### config.mk
export PLATFORM = sky130hd
export DESIGN_NAME = intr_entry_seq
export DESIGN_NICKNAME = d
export VERILOG_FILES = /design/src/rtl/intr_seq_pkg.sv /design/src/rtl/intr_vec_map.sv /design/src/rtl/intr_frame_build.sv /design/src/rtl/intr_stack_ptr.sv /design/src/rtl/intr_entry_seq.sv
export SDC_FILE = /design/constraint.sdc
export NUM_CORES = 1
export LEC_CHECK = 0
export BUFFER_PORTS_ARGS = -buffer_cell sky130_fd_sc_hd__buf_2
export CORE_ASPECT_RATIO = 1.75
export CORE_MARGIN = 2
export CORE_UTILIZATION = 45
export CTS_CLUSTER_SIZE = 16
export DETAILED_ROUTE_END_ITERATION = 10
export PLACE_DENSITY = 0.71
export SYNTH_ARGS = -nofsm -noshare
export SYNTH_HDL_FRONTEND = slang
export SYNTH_SLANG_ARGS = --single-unit
### constraint.sdc
create_clock -name clk -period 2.4 [get_ports clk]
set_clock_uncertainty 0.2 [all_clocks]
set_input_delay 0.48 -clock clk [delete_from_list [all_inputs] [get_ports clk]]
set_output_delay 0.48 -clock clk [all_outputs]
set_load 0.01 [all_outputs]
### src/rtl/intr_seq_pkg.sv
package intr_seq_pkg;

    localparam int DATA_W = 8;
    localparam int PC_W   = 16;
    localparam int BANK_W = 8;
    localparam int ADDR_W = BANK_W + PC_W;

    localparam int FLAG_I = 2;
    localparam int FLAG_D = 3;
    localparam int FLAG_B = 4;

    typedef enum logic [2:0] {
        C_IRQ   = 3'd0,
        C_NMI   = 3'd1,
        C_BRK   = 3'd2,
        C_COP   = 3'd3,
        C_ABORT = 3'd4,
        C_RESET = 3'd5
    } cause_e;

    typedef enum logic [3:0] {
        S_IDLE,
        S_INIT,
        S_PUSH_BANK,
        S_PUSH_PCH,
        S_PUSH_PCL,
        S_PUSH_STAT,
        S_VEC_LO,
        S_VEC_HI,
        S_DONE
    } state_e;

endpackage

### src/rtl/intr_vec_map.sv
module intr_vec_map
    import intr_seq_pkg::*;
#(
    parameter int AW = PC_W
) (
    input  cause_e          cause,
    input  logic            native,
    output logic [AW-1:0]   vec
);

    always_comb begin
        vec = AW'(16'hFFFE);
        if (cause == C_RESET) begin
            // reset always goes through the emulation vector
            vec = AW'(16'hFFFC);
        end else if (native) begin
            unique case (cause)
                C_ABORT: vec = AW'(16'hFFE8);
                C_COP:   vec = AW'(16'hFFE4);
                C_BRK:   vec = AW'(16'hFFE6);
                C_NMI:   vec = AW'(16'hFFEA);
                default: vec = AW'(16'hFFEE);
            endcase
        end else begin
            unique case (cause)
                C_ABORT: vec = AW'(16'hFFF8);
                C_COP:   vec = AW'(16'hFFF4);
                C_NMI:   vec = AW'(16'hFFFA);
                default: vec = AW'(16'hFFFE);
            endcase
        end
    end

endmodule

### src/rtl/intr_frame_build.sv
module intr_frame_build
    import intr_seq_pkg::*;
(
    input  cause_e              cause,
    input  logic                native,
    input  logic                clr_dec,
    input  logic [PC_W-1:0]     pc,
    input  logic [DATA_W-1:0]   status,
    output logic [PC_W-1:0]     ret_pc,
    output logic [DATA_W-1:0]   push_stat,
    output logic [DATA_W-1:0]   entry_stat
);

    logic skip_sig;

    always_comb begin
        skip_sig = (cause == C_BRK) || (cause == C_COP);
        ret_pc   = skip_sig ? pc + PC_W'(2) : pc;

        push_stat = status;
        if (!native) begin
            push_stat[FLAG_B] = (cause == C_BRK);
        end

        entry_stat         = status;
        entry_stat[FLAG_I] = 1'b1;
        if (clr_dec) begin
            entry_stat[FLAG_D] = 1'b0;
        end
    end

endmodule

### src/rtl/intr_stack_ptr.sv
module intr_stack_ptr #(
    parameter int          AW     = 16,
    parameter int          PAGE_W = 8,
    parameter logic [7:0]  PAGE   = 8'h01
) (
    input  logic            clk,
    input  logic            rst_n,
    input  logic            load,
    input  logic [AW-1:0]   load_val,
    input  logic            native,
    input  logic            dec,
    output logic [AW-1:0]   sp
);

    localparam int LO_W = AW - PAGE_W;

    logic [AW-1:0] sp_q;

    always_ff @(posedge clk or negedge rst_n) begin
        if (!rst_n) begin
            sp_q <= '0;
        end else if (load) begin
            sp_q <= native ? load_val : {PAGE_W'(PAGE), load_val[LO_W-1:0]};
        end else if (dec) begin
            if (native)
                sp_q <= sp_q - AW'(1);
            else
                sp_q <= {PAGE_W'(PAGE), sp_q[LO_W-1:0] - LO_W'(1)};
        end
    end

    assign sp = sp_q;


    native_dec_chk: assert property (@(posedge clk) disable iff (!rst_n)
        (dec && !load && native) |=> (sp == $past(sp) - AW'(1)));


    page_wrap_chk: assert property (@(posedge clk) disable iff (!rst_n)
        (dec && !load && !native) |=>
            (sp[AW-1:LO_W] == PAGE_W'(PAGE) &&
             sp[LO_W-1:0] == $past(sp[LO_W-1:0]) - LO_W'(1)));

endmodule

### src/rtl/intr_entry_seq.sv
module intr_entry_seq
    import intr_seq_pkg::*;
#(
    parameter int          INIT_CYCLES = 6,
    parameter logic [7:0]  STACK_PAGE  = 8'h01
) (
    input  logic                 clk,
    input  logic                 rst_n,
    input  logic                 start,
    input  logic [2:0]           cause,
    input  logic                 native,
    input  logic                 clr_decimal,
    input  logic [PC_W-1:0]      pc_in,
    input  logic [BANK_W-1:0]    bank_in,
    input  logic [DATA_W-1:0]    status_in,
    input  logic [PC_W-1:0]      sp_in,
    input  logic [DATA_W-1:0]    mem_rdata,
    output logic                 busy,
    output logic                 done,
    output logic                 mem_req,
    output logic                 mem_we,
    output logic [ADDR_W-1:0]    mem_addr,
    output logic [DATA_W-1:0]    mem_wdata,
    output logic [PC_W-1:0]      pc_out,
    output logic [BANK_W-1:0]    bank_out,
    output logic [DATA_W-1:0]    status_out,
    output logic [PC_W-1:0]      sp_out
);

    localparam int CNT_W = $clog2(INIT_CYCLES + 1);
    localparam logic [CNT_W-1:0] CNT_LAST = CNT_W'(INIT_CYCLES - 1);

    state_e               state_q, state_d;
    logic [CNT_W-1:0]     init_q;

    cause_e               cause_q;
    logic                 native_q, clr_q;
    logic [PC_W-1:0]      pc_cap_q;
    logic [BANK_W-1:0]    bank_cap_q;
    logic [DATA_W-1:0]    stat_cap_q;
    logic [DATA_W-1:0]    vec_lo_q;

    logic [PC_W-1:0]      pc_q;
    logic [BANK_W-1:0]    bank_q;
    logic [DATA_W-1:0]    stat_q;

    logic                 accept;
    logic                 pushing;
    logic [PC_W-1:0]      sp_cur;
    logic [PC_W-1:0]      vec;
    logic [PC_W-1:0]      ret_pc;
    logic [DATA_W-1:0]    push_stat;
    logic [DATA_W-1:0]    entry_stat;

    assign accept = (state_q == S_IDLE) && start;

    // ---------------------------------------------------------------
    // submodules
    // ---------------------------------------------------------------
    intr_vec_map #(.AW(PC_W)) u_vec (
        .cause  (cause_q),
        .native (native_q),
        .vec    (vec)
    );

    intr_frame_build u_frame (
        .cause      (cause_q),
        .native     (native_q),
        .clr_dec    (clr_q),
        .pc         (pc_cap_q),
        .status     (stat_cap_q),
        .ret_pc     (ret_pc),
        .push_stat  (push_stat),
        .entry_stat (entry_stat)
    );

    intr_stack_ptr #(
        .AW     (PC_W),
        .PAGE_W (8),
        .PAGE   (STACK_PAGE)
    ) u_sp (
        .clk      (clk),
        .rst_n    (rst_n),
        .load     (accept),
        .load_val (sp_in),
        .native   (accept ? native : native_q),
        .dec      (pushing),
        .sp       (sp_cur)
    );

    // ---------------------------------------------------------------
    // state register
    // ---------------------------------------------------------------
    always_ff @(posedge clk or negedge rst_n) begin
        if (!rst_n) begin
            state_q <= S_IDLE;
            init_q  <= '0;
        end else begin
            state_q <= state_d;
            init_q  <= (state_q == S_INIT) ? init_q + CNT_W'(1) : '0;
        end
    end

    // ---------------------------------------------------------------
    // next state
    // ---------------------------------------------------------------
    always_comb begin
        state_d = state_q;
        unique case (state_q)
            S_IDLE: begin
                if (start) begin
                    if (cause_e'(cause) == C_RESET) state_d = S_INIT;
                    else if (native)                state_d = S_PUSH_BANK;
                    else                            state_d = S_PUSH_PCH;
                end
            end
            S_INIT:      state_d = (init_q == CNT_LAST) ? S_VEC_LO : S_INIT;
            S_PUSH_BANK: state_d = S_PUSH_PCH;
            S_PUSH_PCH:  state_d = S_PUSH_PCL;
            S_PUSH_PCL:  state_d = S_PUSH_STAT;
            S_PUSH_STAT: state_d = S_VEC_LO;
            S_VEC_LO:    state_d = S_VEC_HI;
            S_VEC_HI:    state_d = S_DONE;
            S_DONE:      state_d = S_IDLE;
            default:     state_d = S_IDLE;
        endcase
    end

    // ---------------------------------------------------------------
    // outputs of the state machine
    // ---------------------------------------------------------------
    always_comb begin
        mem_req   = 1'b0;
        mem_we    = 1'b0;
        mem_addr  = '0;
        mem_wdata = '0;
        pushing   = 1'b0;
        unique case (state_q)
            S_PUSH_BANK, S_PUSH_PCH, S_PUSH_PCL, S_PUSH_STAT: begin
                mem_req  = 1'b1;
                mem_we   = 1'b1;
                pushing  = 1'b1;
                mem_addr = {BANK_W'(0), sp_cur};
                if (state_q == S_PUSH_BANK)     mem_wdata = bank_cap_q;
                else if (state_q == S_PUSH_PCH) mem_wdata = ret_pc[PC_W-1:DATA_W];
                else if (state_q == S_PUSH_PCL) mem_wdata = ret_pc[DATA_W-1:0];
                else                            mem_wdata = push_stat;
            end
            S_VEC_LO: begin
                mem_req  = 1'b1;
                mem_addr = {BANK_W'(0), vec[PC_W-1:1], 1'b0};
            end
            S_VEC_HI: begin
                mem_req  = 1'b1;
                mem_addr = {BANK_W'(0), vec[PC_W-1:1], 1'b1};
            end
            default: ;
        endcase
    end

    assign busy = (state_q != S_IDLE);
    assign done = (state_q == S_DONE);

    // ---------------------------------------------------------------
    // captured context and results
    // ---------------------------------------------------------------
    always_ff @(posedge clk or negedge rst_n) begin
        if (!rst_n) begin
            cause_q    <= C_IRQ;
            native_q   <= 1'b0;
            clr_q      <= 1'b0;
            pc_cap_q   <= '0;
            bank_cap_q <= '0;
            stat_cap_q <= '0;
            vec_lo_q   <= '0;
            pc_q       <= '0;
            bank_q     <= '0;
            stat_q     <= '0;
        end else begin
            if (accept) begin
                cause_q    <= cause_e'(cause);
                native_q   <= native;
                clr_q      <= clr_decimal;
                pc_cap_q   <= pc_in;
                bank_cap_q <= bank_in;
                stat_cap_q <= status_in;
            end
            if (state_q == S_VEC_LO) begin
                vec_lo_q <= mem_rdata;
            end
            if (state_q == S_VEC_HI) begin
                pc_q   <= {mem_rdata, vec_lo_q};
                stat_q <= entry_stat;
                bank_q <= (native_q || cause_q == C_RESET) ? '0 : bank_cap_q;
            end
        end
    end

    assign pc_out     = pc_q;
    assign bank_out   = bank_q;
    assign status_out = stat_q;
    assign sp_out     = sp_cur;

    // ---------------------------------------------------------------
    // assertions
    // ---------------------------------------------------------------

    hold_ctx_chk: assert property (@(posedge clk) disable iff (!rst_n)
        (busy && start) |=> $stable(cause_q) && $stable(pc_cap_q));


    reset_nowrite_chk: assert property (@(posedge clk) disable iff (!rst_n)
        (busy && cause_q == C_RESET) |-> !mem_we);


    vec_even_chk: assert property (@(posedge clk) disable iff (!rst_n)
        (mem_req && !mem_we && $past(!mem_req || mem_we)) |->
            (mem_addr[0] == 1'b0 && mem_addr[ADDR_W-1:PC_W] == '0));


    idis_chk: assert property (@(posedge clk) disable iff (!rst_n)
        done |-> status_out[FLAG_I]);


    bank_clr_chk: assert property (@(posedge clk) disable iff (!rst_n)
        (done && native_q) |-> (bank_out == '0));


    done_pulse_chk: assert property (@(posedge clk) disable iff (!rst_n)
        done |=> (!done && !busy));

endmodule

Yosys cells after proc, flatten, opt, wreduce, memory -nomap -nowiden
Index checks and enable logic that the tools add are counted.
{ "classes": {"n_addsub": 4, "n_mux": 26, "eq_ne": 16, "reduce_logical": 8} }
{ "op_table": {"columns": ["operator", "count"], "rows": [
  ["two-way mux 16 bit", 7],
  ["case mux 16 bit (3 select lines)", 1],
  ["two-way mux 8 bit", 5],
  ["case mux 4 bit (8 select lines)", 1],
  ["adder 16 x 2 -> 16 bit (second input constant)", 1],
  ["== test 4 x 3 -> 1 bit (second input constant)", 4],
  ["case mux 4 bit (4 select lines)", 1],
  ["subtractor 16 x 1 -> 16 bit (second input constant)", 1],
  ["== test 3 bit (second input constant)", 4],
  ["case mux 4 bit (3 select lines)", 1],
  ["== test 4 x 2 -> 1 bit (second input constant)", 2],
  ["subtractor 8 x 1 -> 8 bit (second input constant)", 1],
  ["== test 3 x 2 -> 1 bit (second input constant)", 2],
  ["two-way mux 1 bit", 6],
  ["two-way mux 3 bit", 2],
  ["OR reduction 6 bit", 1],
  ["== test 4 x 1 -> 1 bit (second input constant)", 1],
  ["== test 4 bit (second input constant)", 1],
  ["logical NOT 4 bit", 1],
  ["two-way mux 4 bit", 1],
  ["nonzero test 4 bit", 1],
  ["OR reduction 4 bit", 1],
  ["adder 3 x 1 -> 3 bit (second input constant)", 1],
  ["== test 3 x 1 -> 1 bit (second input constant)", 1],
  ["5 further kinds", 6]
]} }
{ "word_totals": {"ff_bits": 100} }

Logic depth before layout (Yosys ltp)
Gate-level depths: netlist (run 1).
{ "depth": {"word_depth": 7, "mapped_depth": 7, "mapped_depth_nobuf": 7} }

Modules after synthesis
Synthesis (run 1) repeated with hierarchy kept, for this count alone.
{ "unflattened": {"cells_unflattened": 588, "hier_area_um2": 5705.5} }
{ "modules_own_cells": {"columns": ["module", "area_each_um2", "cells_per_inst", "n_inst"], "rows": [
  ["intr_entry_seq", 3991.3, 379, 1],
  ["intr_stack_ptr", 1069.8, 125, 1],
  ["intr_frame_build", 500.5, 62, 1],
  ["intr_vec_map", 143.9, 22, 1]
]} }

Worst setup path before layout (run 1)
Ideal clock, no wire load.
{ "synth_path": {"path_type": "reg2out", "startpoint": "reg state_q[1]", "endpoint": "out mem_wdata[4]", "arrival_time_ps": 1673, "slack_ps": 47, "required_time_ps": 1720, "stages_incl_launch_ff": 5, "cell_sequence": "dfrtp_1 > nor4b_2 > a221oi_1 > a211o_1 > a221oi_1"} }
{ "synth_between": {"elab_chain_len": 5} }
{ "synth_rtl": {"columns": ["element", "line", "text"], "rows": [
  ["start, declared", "intr_entry_seq.sv:33", "state_e state_q, state_d;"],
  ["start signal, assigned", "intr_entry_seq.sv:99", "state_q <= state_d;"],
  ["== test 4 x 3 -> 1 bit", "intr_entry_seq.sv:138, intr_entry_seq.sv:146", null],
  ["two-way mux 8 bit", "intr_entry_seq.sv:146", "else if (state_q == S_PUSH_PCL) mem_wdata = ret_pc[DATA_W-1:0];"],
  ["two-way mux 8 bit", "intr_entry_seq.sv:145", "else if (state_q == S_PUSH_PCH) mem_wdata = ret_pc[PC_W-1:DATA_W];"],
  ["two-way mux 8 bit", "intr_entry_seq.sv:144", "if (state_q == S_PUSH_BANK) mem_wdata = bank_cap_q;"],
  ["two-way mux 8 bit *", "intr_entry_seq.sv:138", "unique case (state_q)"],
  ["end, declared", "intr_entry_seq.sv:23", "output logic [DATA_W-1:0] mem_wdata,"]
]} }
Mark *: on every way between the ends. The rest lies on a longest branch, timed or not.

Worst setup path after layout (run 1)
{ "layout_path": {"startpoint": "reg cause_q[2]", "endpoint": "out mem_wdata[7]"} }
{ "layout_between": {"elab_chain_len": 7} }
{ "layout_rtl": {"columns": ["element", "line", "text"], "rows": [
  ["start, declared", "intr_entry_seq.sv:36", "cause_e cause_q;"],
  ["start signal, assigned", "intr_entry_seq.sv:181", "cause_q <= cause_e'(cause);"],
  ["== test 3 x 2 -> 1 bit", "intr_frame_build.sv:17", "skip_sig = (cause == C_BRK) || (cause == C_COP);"],
  ["logical OR 1 bit *", "intr_frame_build.sv:17", null],
  ["two-way mux 16 bit *", "intr_frame_build.sv:18", "ret_pc = skip_sig ? pc + PC_W'(2) : pc;"],
  ["two-way mux 8 bit", "intr_entry_seq.sv:146", null],
  ["two-way mux 8 bit *", "intr_entry_seq.sv:145", null],
  ["two-way mux 8 bit *", "intr_entry_seq.sv:144", null],
  ["two-way mux 8 bit *", "intr_entry_seq.sv:138", null]
]} }
Marked as above.

==> results of run 1 <==
## stage by stage
stage	TNS [ns]	power, W
4_1_cts	-2.50	0.00944
6_report	-2.86	0.00975
5_1_grt	-3.76	0.0104
3_3_place_gp	-0.0279	0.00752
3_5_place_dp	-0.0545	0.00764
2_1_floorplan	0	0.00580
## worst min-delay path by stage
stage,startpoint,to,slack (ns),cells past startpoint
after floorplan,rst_n,bank_cap_q[0],-0.02,0
after global placement,vec_lo_q[4],pc_out[4],0.24,2
after detailed placement,vec_lo_q[6],pc_out[6],0.25,2
after CTS,bank_in[4],bank_cap_q[4],0.11,3
after global routing,pc_in[10],pc_cap_q[10],0.11,3
final,bank_in[4],bank_cap_q[4],0.11,3
## cell usage in the layout, fill, tap and decap left out, types with 9 or more instances in the layout
cell and count:
o21ai_1 13, a22o_1 12, o21ai_0 21, nor2_1 43
dfrtp_1 99, buf_6 10, xnor2_1 11, inv_1 11
clkbuf_16 10, buf_2 136, nand2_1 191, buf_4 51
a21oi_1 13, xor2_1 9
## synth_stat cells (3+ instances only)
library cell    n  area share, %
nand4b_1        4           0.68
mux2i_1         3           0.59
inv_2           3           0.22
buf_4          14            2.1
o2bb2ai_1       3           0.51
nand4_1         5           0.61
xor2_1          9            1.5
a22o_1         12            2.1
nand3b_1        3           0.44
clkbuf_1       10           0.73
a21oi_1        13            1.3
nor4_1          6           0.73
o21ai_0        26            2.5
a211oi_1        5           0.73
inv_1          12           0.88
nand2_1       192             14
buf_2          12            1.2
o22ai_1         4           0.49
nor2_1         47            3.4
o21ai_1        11            1.1
nand3_1         4           0.39
xnor2_1        12            2.1
ha_1            4           0.98
nor2b_1         5           0.61
and3_1          3           0.37
dfrtp_1       100             49
nor3b_1         3           0.44
nor3_1         10           0.98
mux2_2          8            1.8
nand2b_1        7           0.85
## kinds of logic (layout without fill, tap and decap cells)
logic type,count (synthesis),after routing
buffers and inverters,52,235
other,1,8
xor gates and xnor gates,21,21
DFF,100,100
and+or+nand+nor,306,306
AOI/OAI and AO/OA,95,95
adders and majority gates,4,4
muxes,11,11
## registers in the layout, indices dropped and copies added (netlist names), 4 cells and up
register    count
vec_lo_q        8
status_out      8
u_sp.sp        16
bank_out        8
pc_cap_q       16
stat_cap_q      8
bank_cap_q      8
pc_out         16
state_q         4
## layer usage
metal,track usage (%),share of wire (%)
met1,26.8,37
met2,45.1,54
met3,3.70,3.7
met4,11.7,4.5
met5,0,0
## timing repair
item | 4_1_cts | 5_1_grt
gates cloned | 0 | 2
endpoints found under the hold margin | 40 | 0
setup buffers | 11 | 8
setup endpoints to repair | 27 | 29
gates resized for setup | 38 | 28
pin swaps | 18 | 11
hold buffers | 1 | 0
## report_power, final
group          total (W)  leakage, nW  internal, W  switching (W)
logic            0.00515         2.09      0.00236        0.00280
clock network    0.00144        0.148     0.000735       0.000706
registers        0.00315         1.25      0.00245       0.000699
total            0.00975         3.49      0.00554        0.00420
## tightest hold or removal path, cell delays in order
cell,delay [ns]
buf_2,0.07
nand2_1,0.04
nand2_1,0.04
## layout make-up
cell class / instances / area share, %
Clock buffer: 9 / 3.27
Inverter: 15 / 0.891
Multi-Input combinational cell: 445 / 37.2
Sequential cell: 100 / 36.4
Timing Repair Buffer: 204 / 18.9
Clock inverter: 7 / 1.00
Tap cell: 132 / 2.40
==> out/metrics.yaml, run 1 <==
cells_and_area:
  multi_input_area_mm2: 0.00256
  fin_area_mm2: 0.00688
  diodes: 0
  filler_cell_count: 969
  register_area_mm2: 0.00250
  finalNonFillerCells: 912
  syn2layout_area_growth_pct: 34.4
  nets: 843
  finish.utilization_pct: 62.0
  layout-drive-gt1-share_pct: 34.7
worst_setup_path:
  r2r_start: "state_q[1]"
  regToRegEndpoint: "u_sp.sp[15]"
  worst_path_largest_cell_delay_ns: 0.39
  crit_chain: "nand3b_1, nor3_2, buf_4, nand4_1, xnor2_1, a221o_1, buf_2"
  rrSetupSlack_ns: 0.22
  required_ns: 1.72
  critPathMaxFanout: 3
  crit_start: "cause_q[2]"
  cp-end-kind: "output pin"
  cp.buffers_inverters: 2
  r2r_cells: 9
  cp.arrival_ns: 2.12
  cp_top_family: "simple AND/OR/NAND/NOR gates"
  cp_slowest_cell: "dfrtp_1"
  crit_end: "mem_wdata[7]"
  cp-start-kind: "register"
  cp_num_cells: 7
  critPathKind: "reg2out"
sta:
  rsz0062_at_grt: "yes"
  hold_viol: 0
  fmax_mhz: 358
  timing.final.crit_share_pct: 117
  worst_hold_slack_ns: 0.114
  period_needed_ns: 2.80
  setup_violations: 10
  setup_ws_ns: -0.396
  tightest_slew_ns: 0.674
  maxSlewViolCount: 0
  relSlewSlack_pct: 54.8
grt:
  antenna_found_initial: 0
  grt_max_degree: 45
  grt_overflow_total: 0
  grt_pass1_wl_mm: 24.0
  grt_pass1_vias: 4993
  grtUsageTotal_pct: 24.5
yosys:
  syn_area_mm2: 0.00512
  yosys.area_share.xor_xnor_pct: 3.59
  synthFlopType: "dfrtp_1"
  yosysWarnings: 0
  synth-seq-cells: 100
  netlist_instances: 590
  yosys.area_share.simple_pct: 26.9
  synth_edf_count: 0
  avgSynthCellArea_um2: 8.68
  ys_types: 61
  async_flop_share_pct: 100
  synth_fa_ha_area_share_pct: 0.977
  muxShareOfSynthArea_pct: 2.34
  seq_area_frac_synth_pct: 48.8
  synth_top_family_by_area: "simple AND/OR/NAND/NOR gates"
  synth_compound_area_share_pct: 12.2
die:
  die_w_um: 84.7
  core.rowCount: 51
  start_util_pct: 46.1
  die_y_um: 145
  die-area_mm2: 0.0123
  io_pins: 148
  core_mm2: 0.0111
place:
  placedCellCount: 874
  io_buffers: 139
  place_hpwl_mm: 11.0
  dp_slack_ns: -0.0341
  gp_congestion: 0.935
  placed_area_mm2: 0.00616
route:
  ant_nets: 0
  via_count: 4892
  drc: 0
  avgViaCountPerCell: 5.36
  drt_iter0_drc: 320
  dr.pass1.iters: 4
  wl_mm: 15.2
  post_drt_wl_per_cell_um: 16.6
status:
  status: "finished, violations left"
  violations: "negative setup slack"
clock_tree:
  cts_buffers: 9
  clock_path_buffers: 2
  clk_pin_slew_worst_paths_ns: 0.07
  cts.htree.levels: 3
  cts-root-buf: "clkbuf_16"
  cts_sinks: 100
  cts_tree: "done"
  worstSkewPairLatency_ns: 0.35
power_and_ir_drop:
  p_leak_nw: 3.49
  ir_drop_uv: 700
  power_density_mw_per_mm2: 1420
hold_path:
  hp-class: "in2reg"
flow_run:
  drv_cap: 0
No activity file was read; power rests on OpenSTA's default activity.
==> inputs of run 2 (changes only) <==
- SETUP_SLACK_MARGIN: not set -> 0.02
==> run 2 against run 1 <==
  * The flow still finishes with violations (negative setup slack)
  * Non-clock buffer count up 12
  * Clock-buffer cell count is the same
  * Combinational power up 8.9%
  * Global-route usage rose by 0.66 points
  * Setup slack worse by 0.0025 ns
  * First-iteration DRC count is 26% lower
  * Critical path type unchanged
  * Cell count increased by 1.3%
  * Core utilization grew 2.1 points
  * Largest cell class unchanged
  * Sequential cell count stayed put
==> out/metrics.yaml, run 2 (synthesized netlist as in run 1, its figures left out) <==
cells_and_area:
  nets: 855  # +1.4%
  layout-drive-gt1-share_pct: 37.4  # +2.6 points
  layout_commonest_cell: "nand2_1"
  syn2layout_area_growth_pct: 38.8
  filler_cell_count: 929  # -4.1%
  finalNonFillerCells: 924  # +1.3%
  finish.utilization_pct: 64.1  # +2.1 points
  mostFrequentLayoutCells: "nand2_1, buf_2, dfrtp_1, buf_4, nor2_1"
  diodes: 0  # unchanged
  multi_input_area_mm2: 0.00262  # +2.4%
  register_area_mm2: 0.00250  # unchanged
worst_setup_path:
  cp.buffers_inverters: 2  # unchanged
  critPathKind: "reg2out"
  r2r_start: "state_q[1]"
  cp.arrival_ns: 2.12  # about the same
  r2r_cells: 8  # -1
  regToRegEndpoint: "state_q[0]"
  rrSetupSlack_ns: 0.05  # -0.17 ns
  crit_end: "mem_wdata[7]"
  crit_start: "pc_cap_q[2]"
  cp_top_family: "flip-flops"
  worst_path_largest_cell_delay_ns: 0.39  # about the same
  cp_num_cells: 8  # +1
  required_ns: 1.72  # about the same
  cp_slowest_cell: "dfrtp_1"
  cp-end-kind: "output pin"
  cp-start-kind: "register"
  crit_chain: "ha_2, nand2_2, nor3_2, buf_4, nand4_1, xnor2_1, a221o_1, buf_2"
  critPathMaxFanout: 4  # +1
power_and_ir_drop:
  p_leak_nw: 3.60  # +2.9%
  power_w: 0.0102  # +4.9%
  ir_drop_uv: 724  # +3.4%
  power_density_mw_per_mm2: 1440  # +1.6%
grt:
  antenna_found_initial: 0  # unchanged
  grt_pass1_vias: 5043  # +1.0%
  grt_pass1_wl_mm: 24.6  # +2.4%
  grt_max_degree: 45  # unchanged
  grtUsageTotal_pct: 25.2  # +0.66 points
  grt_overflow_total: 0  # unchanged
flow_run:
  drv_cap: 0  # unchanged
sta:
  setup_ws_ns: -0.399  # -0.00249 ns
  period_needed_ns: 2.80  # +0.00249 ns
  timing.final.crit_share_pct: 117  # about the same
  maxSlewViolCount: 0  # unchanged
  hold_viol: 0  # unchanged
  relSlewSlack_pct: 52.2  # -2.6 points
  rsz0062_at_grt: "yes"
  fmax_mhz: 357  # about the same
  setup_violations: 25  # +15
  tightest_slew_ns: 0.713  # +0.0391 ns
status:
  status: "finished, violations left"
  violations: "negative setup slack"
route:
  drc: 0  # unchanged
  ant_nets: 0  # unchanged
  avgViaCountPerCell: 5.38  # +0.28%
  wl_mm: 15.8  # +4.1%
  drt_iter0_drc: 238  # -26%
  via_count: 4970  # +1.6%
  post_drt_wl_per_cell_um: 17.1  # +2.8%
  dr.pass1.iters: 7  # +3
die:
  core_mm2: 0.0111  # unchanged
  core.rowCount: 51  # unchanged
  start_util_pct: 46.1  # unchanged
  die_y_um: 145  # unchanged
  die_w_um: 84.7  # unchanged
  die-area_mm2: 0.0123  # unchanged
  io_pins: 148  # unchanged
hold_path:
  hp-class: "in2reg"
  hold_path_startpoint: "bank_in[4]"
place:
  place_hpwl_mm: 11.0  # unchanged
  dp_slack_ns: -0.0341  # unchanged
  gp_congestion: 0.935  # unchanged
  io_buffers: 139  # unchanged
  placedCellCount: 874  # unchanged
clock_tree:
  cts-root-buf: "clkbuf_16"
  worstSkewPairLatency_ns: 0.35  # about the same
  cts_buffers: 9  # unchanged
  cts_tree: "done"
  clk_pin_slew_worst_paths_ns: 0.07  # about the same
  clock_path_buffers: 2  # unchanged
  cts_sinks: 100  # unchanged
  cts.htree.levels: 3  # unchanged
[run 2: worst min path at each step]
stage | to | cells after the start
finish | bank_cap_q[4] | 3
global route | pc_cap_q[10] | 3
CTS | bank_cap_q[4] | 3
detailed placement | pc_out[6] | 2
global placement | pc_out[4] | 2
floorplan | bank_cap_q[0] | 0
[run 2: cell type report]
cell class,instances,share of cell area (%)
clock buffer,9,3.17
clock inverter,7,0.968
inverter,15,0.827
multi-input combinational,445,36.9
sequential,100,35.2
tap,132,2.32
timing repair buffer,216,20.7
[run 2: routing by layer]
layer | vias up | wire (um) | GRT usage [%]
met5 | - | 0 | 0
met4 | 0 | 723 | 12.5
met3 | 47 | 689 | 3.87
met2 | 185 | 8680 | 46.3
met1 | 2373 | 5700 | 27.3
li1 | 2365 | - | -
[run 2: worst min-delay path: stages]
cell     delay (ns)
buf_2          0.07
nand2_1        0.04
nand2_1        0.04
[run 2: where the power goes]
part | internal [W] | switching [W]
Combinational | 0.00266 | 0.00295
Sequential | 0.00245 | 0.000720
Clock | 0.000735 | 0.000708
Total | 0.00585 | 0.00438
[run 2: what timing repair did]
action / 4_1_cts / 5_1_grt
buffers inserted: 13 / 16
setup endpoints to repair: 27 / 30
pin swaps: 18 / 18
resized for setup: 50 / 42
gates cloned: 3 / 1
endpoints found under the hold margin: 40 / 0
hold buffers: 1 / 0
[run 2: per-stage QoR]
| step | TNS, ns | hold WS (ns) | cell area, um^2 |
|---|---|---|---|
| after floorplan | 0 | -0.0156 | 5150 |
| after global placement | -0.0279 | 0.241 | 6160 |
| after detailed placement | -0.0545 | 0.246 | 6160 |
| after CTS | -2.59 | 0.106 | 6820 |
| after global routing | -5.18 | 0.108 | 7110 |
| final | -4.17 | 0.114 | 7110 |
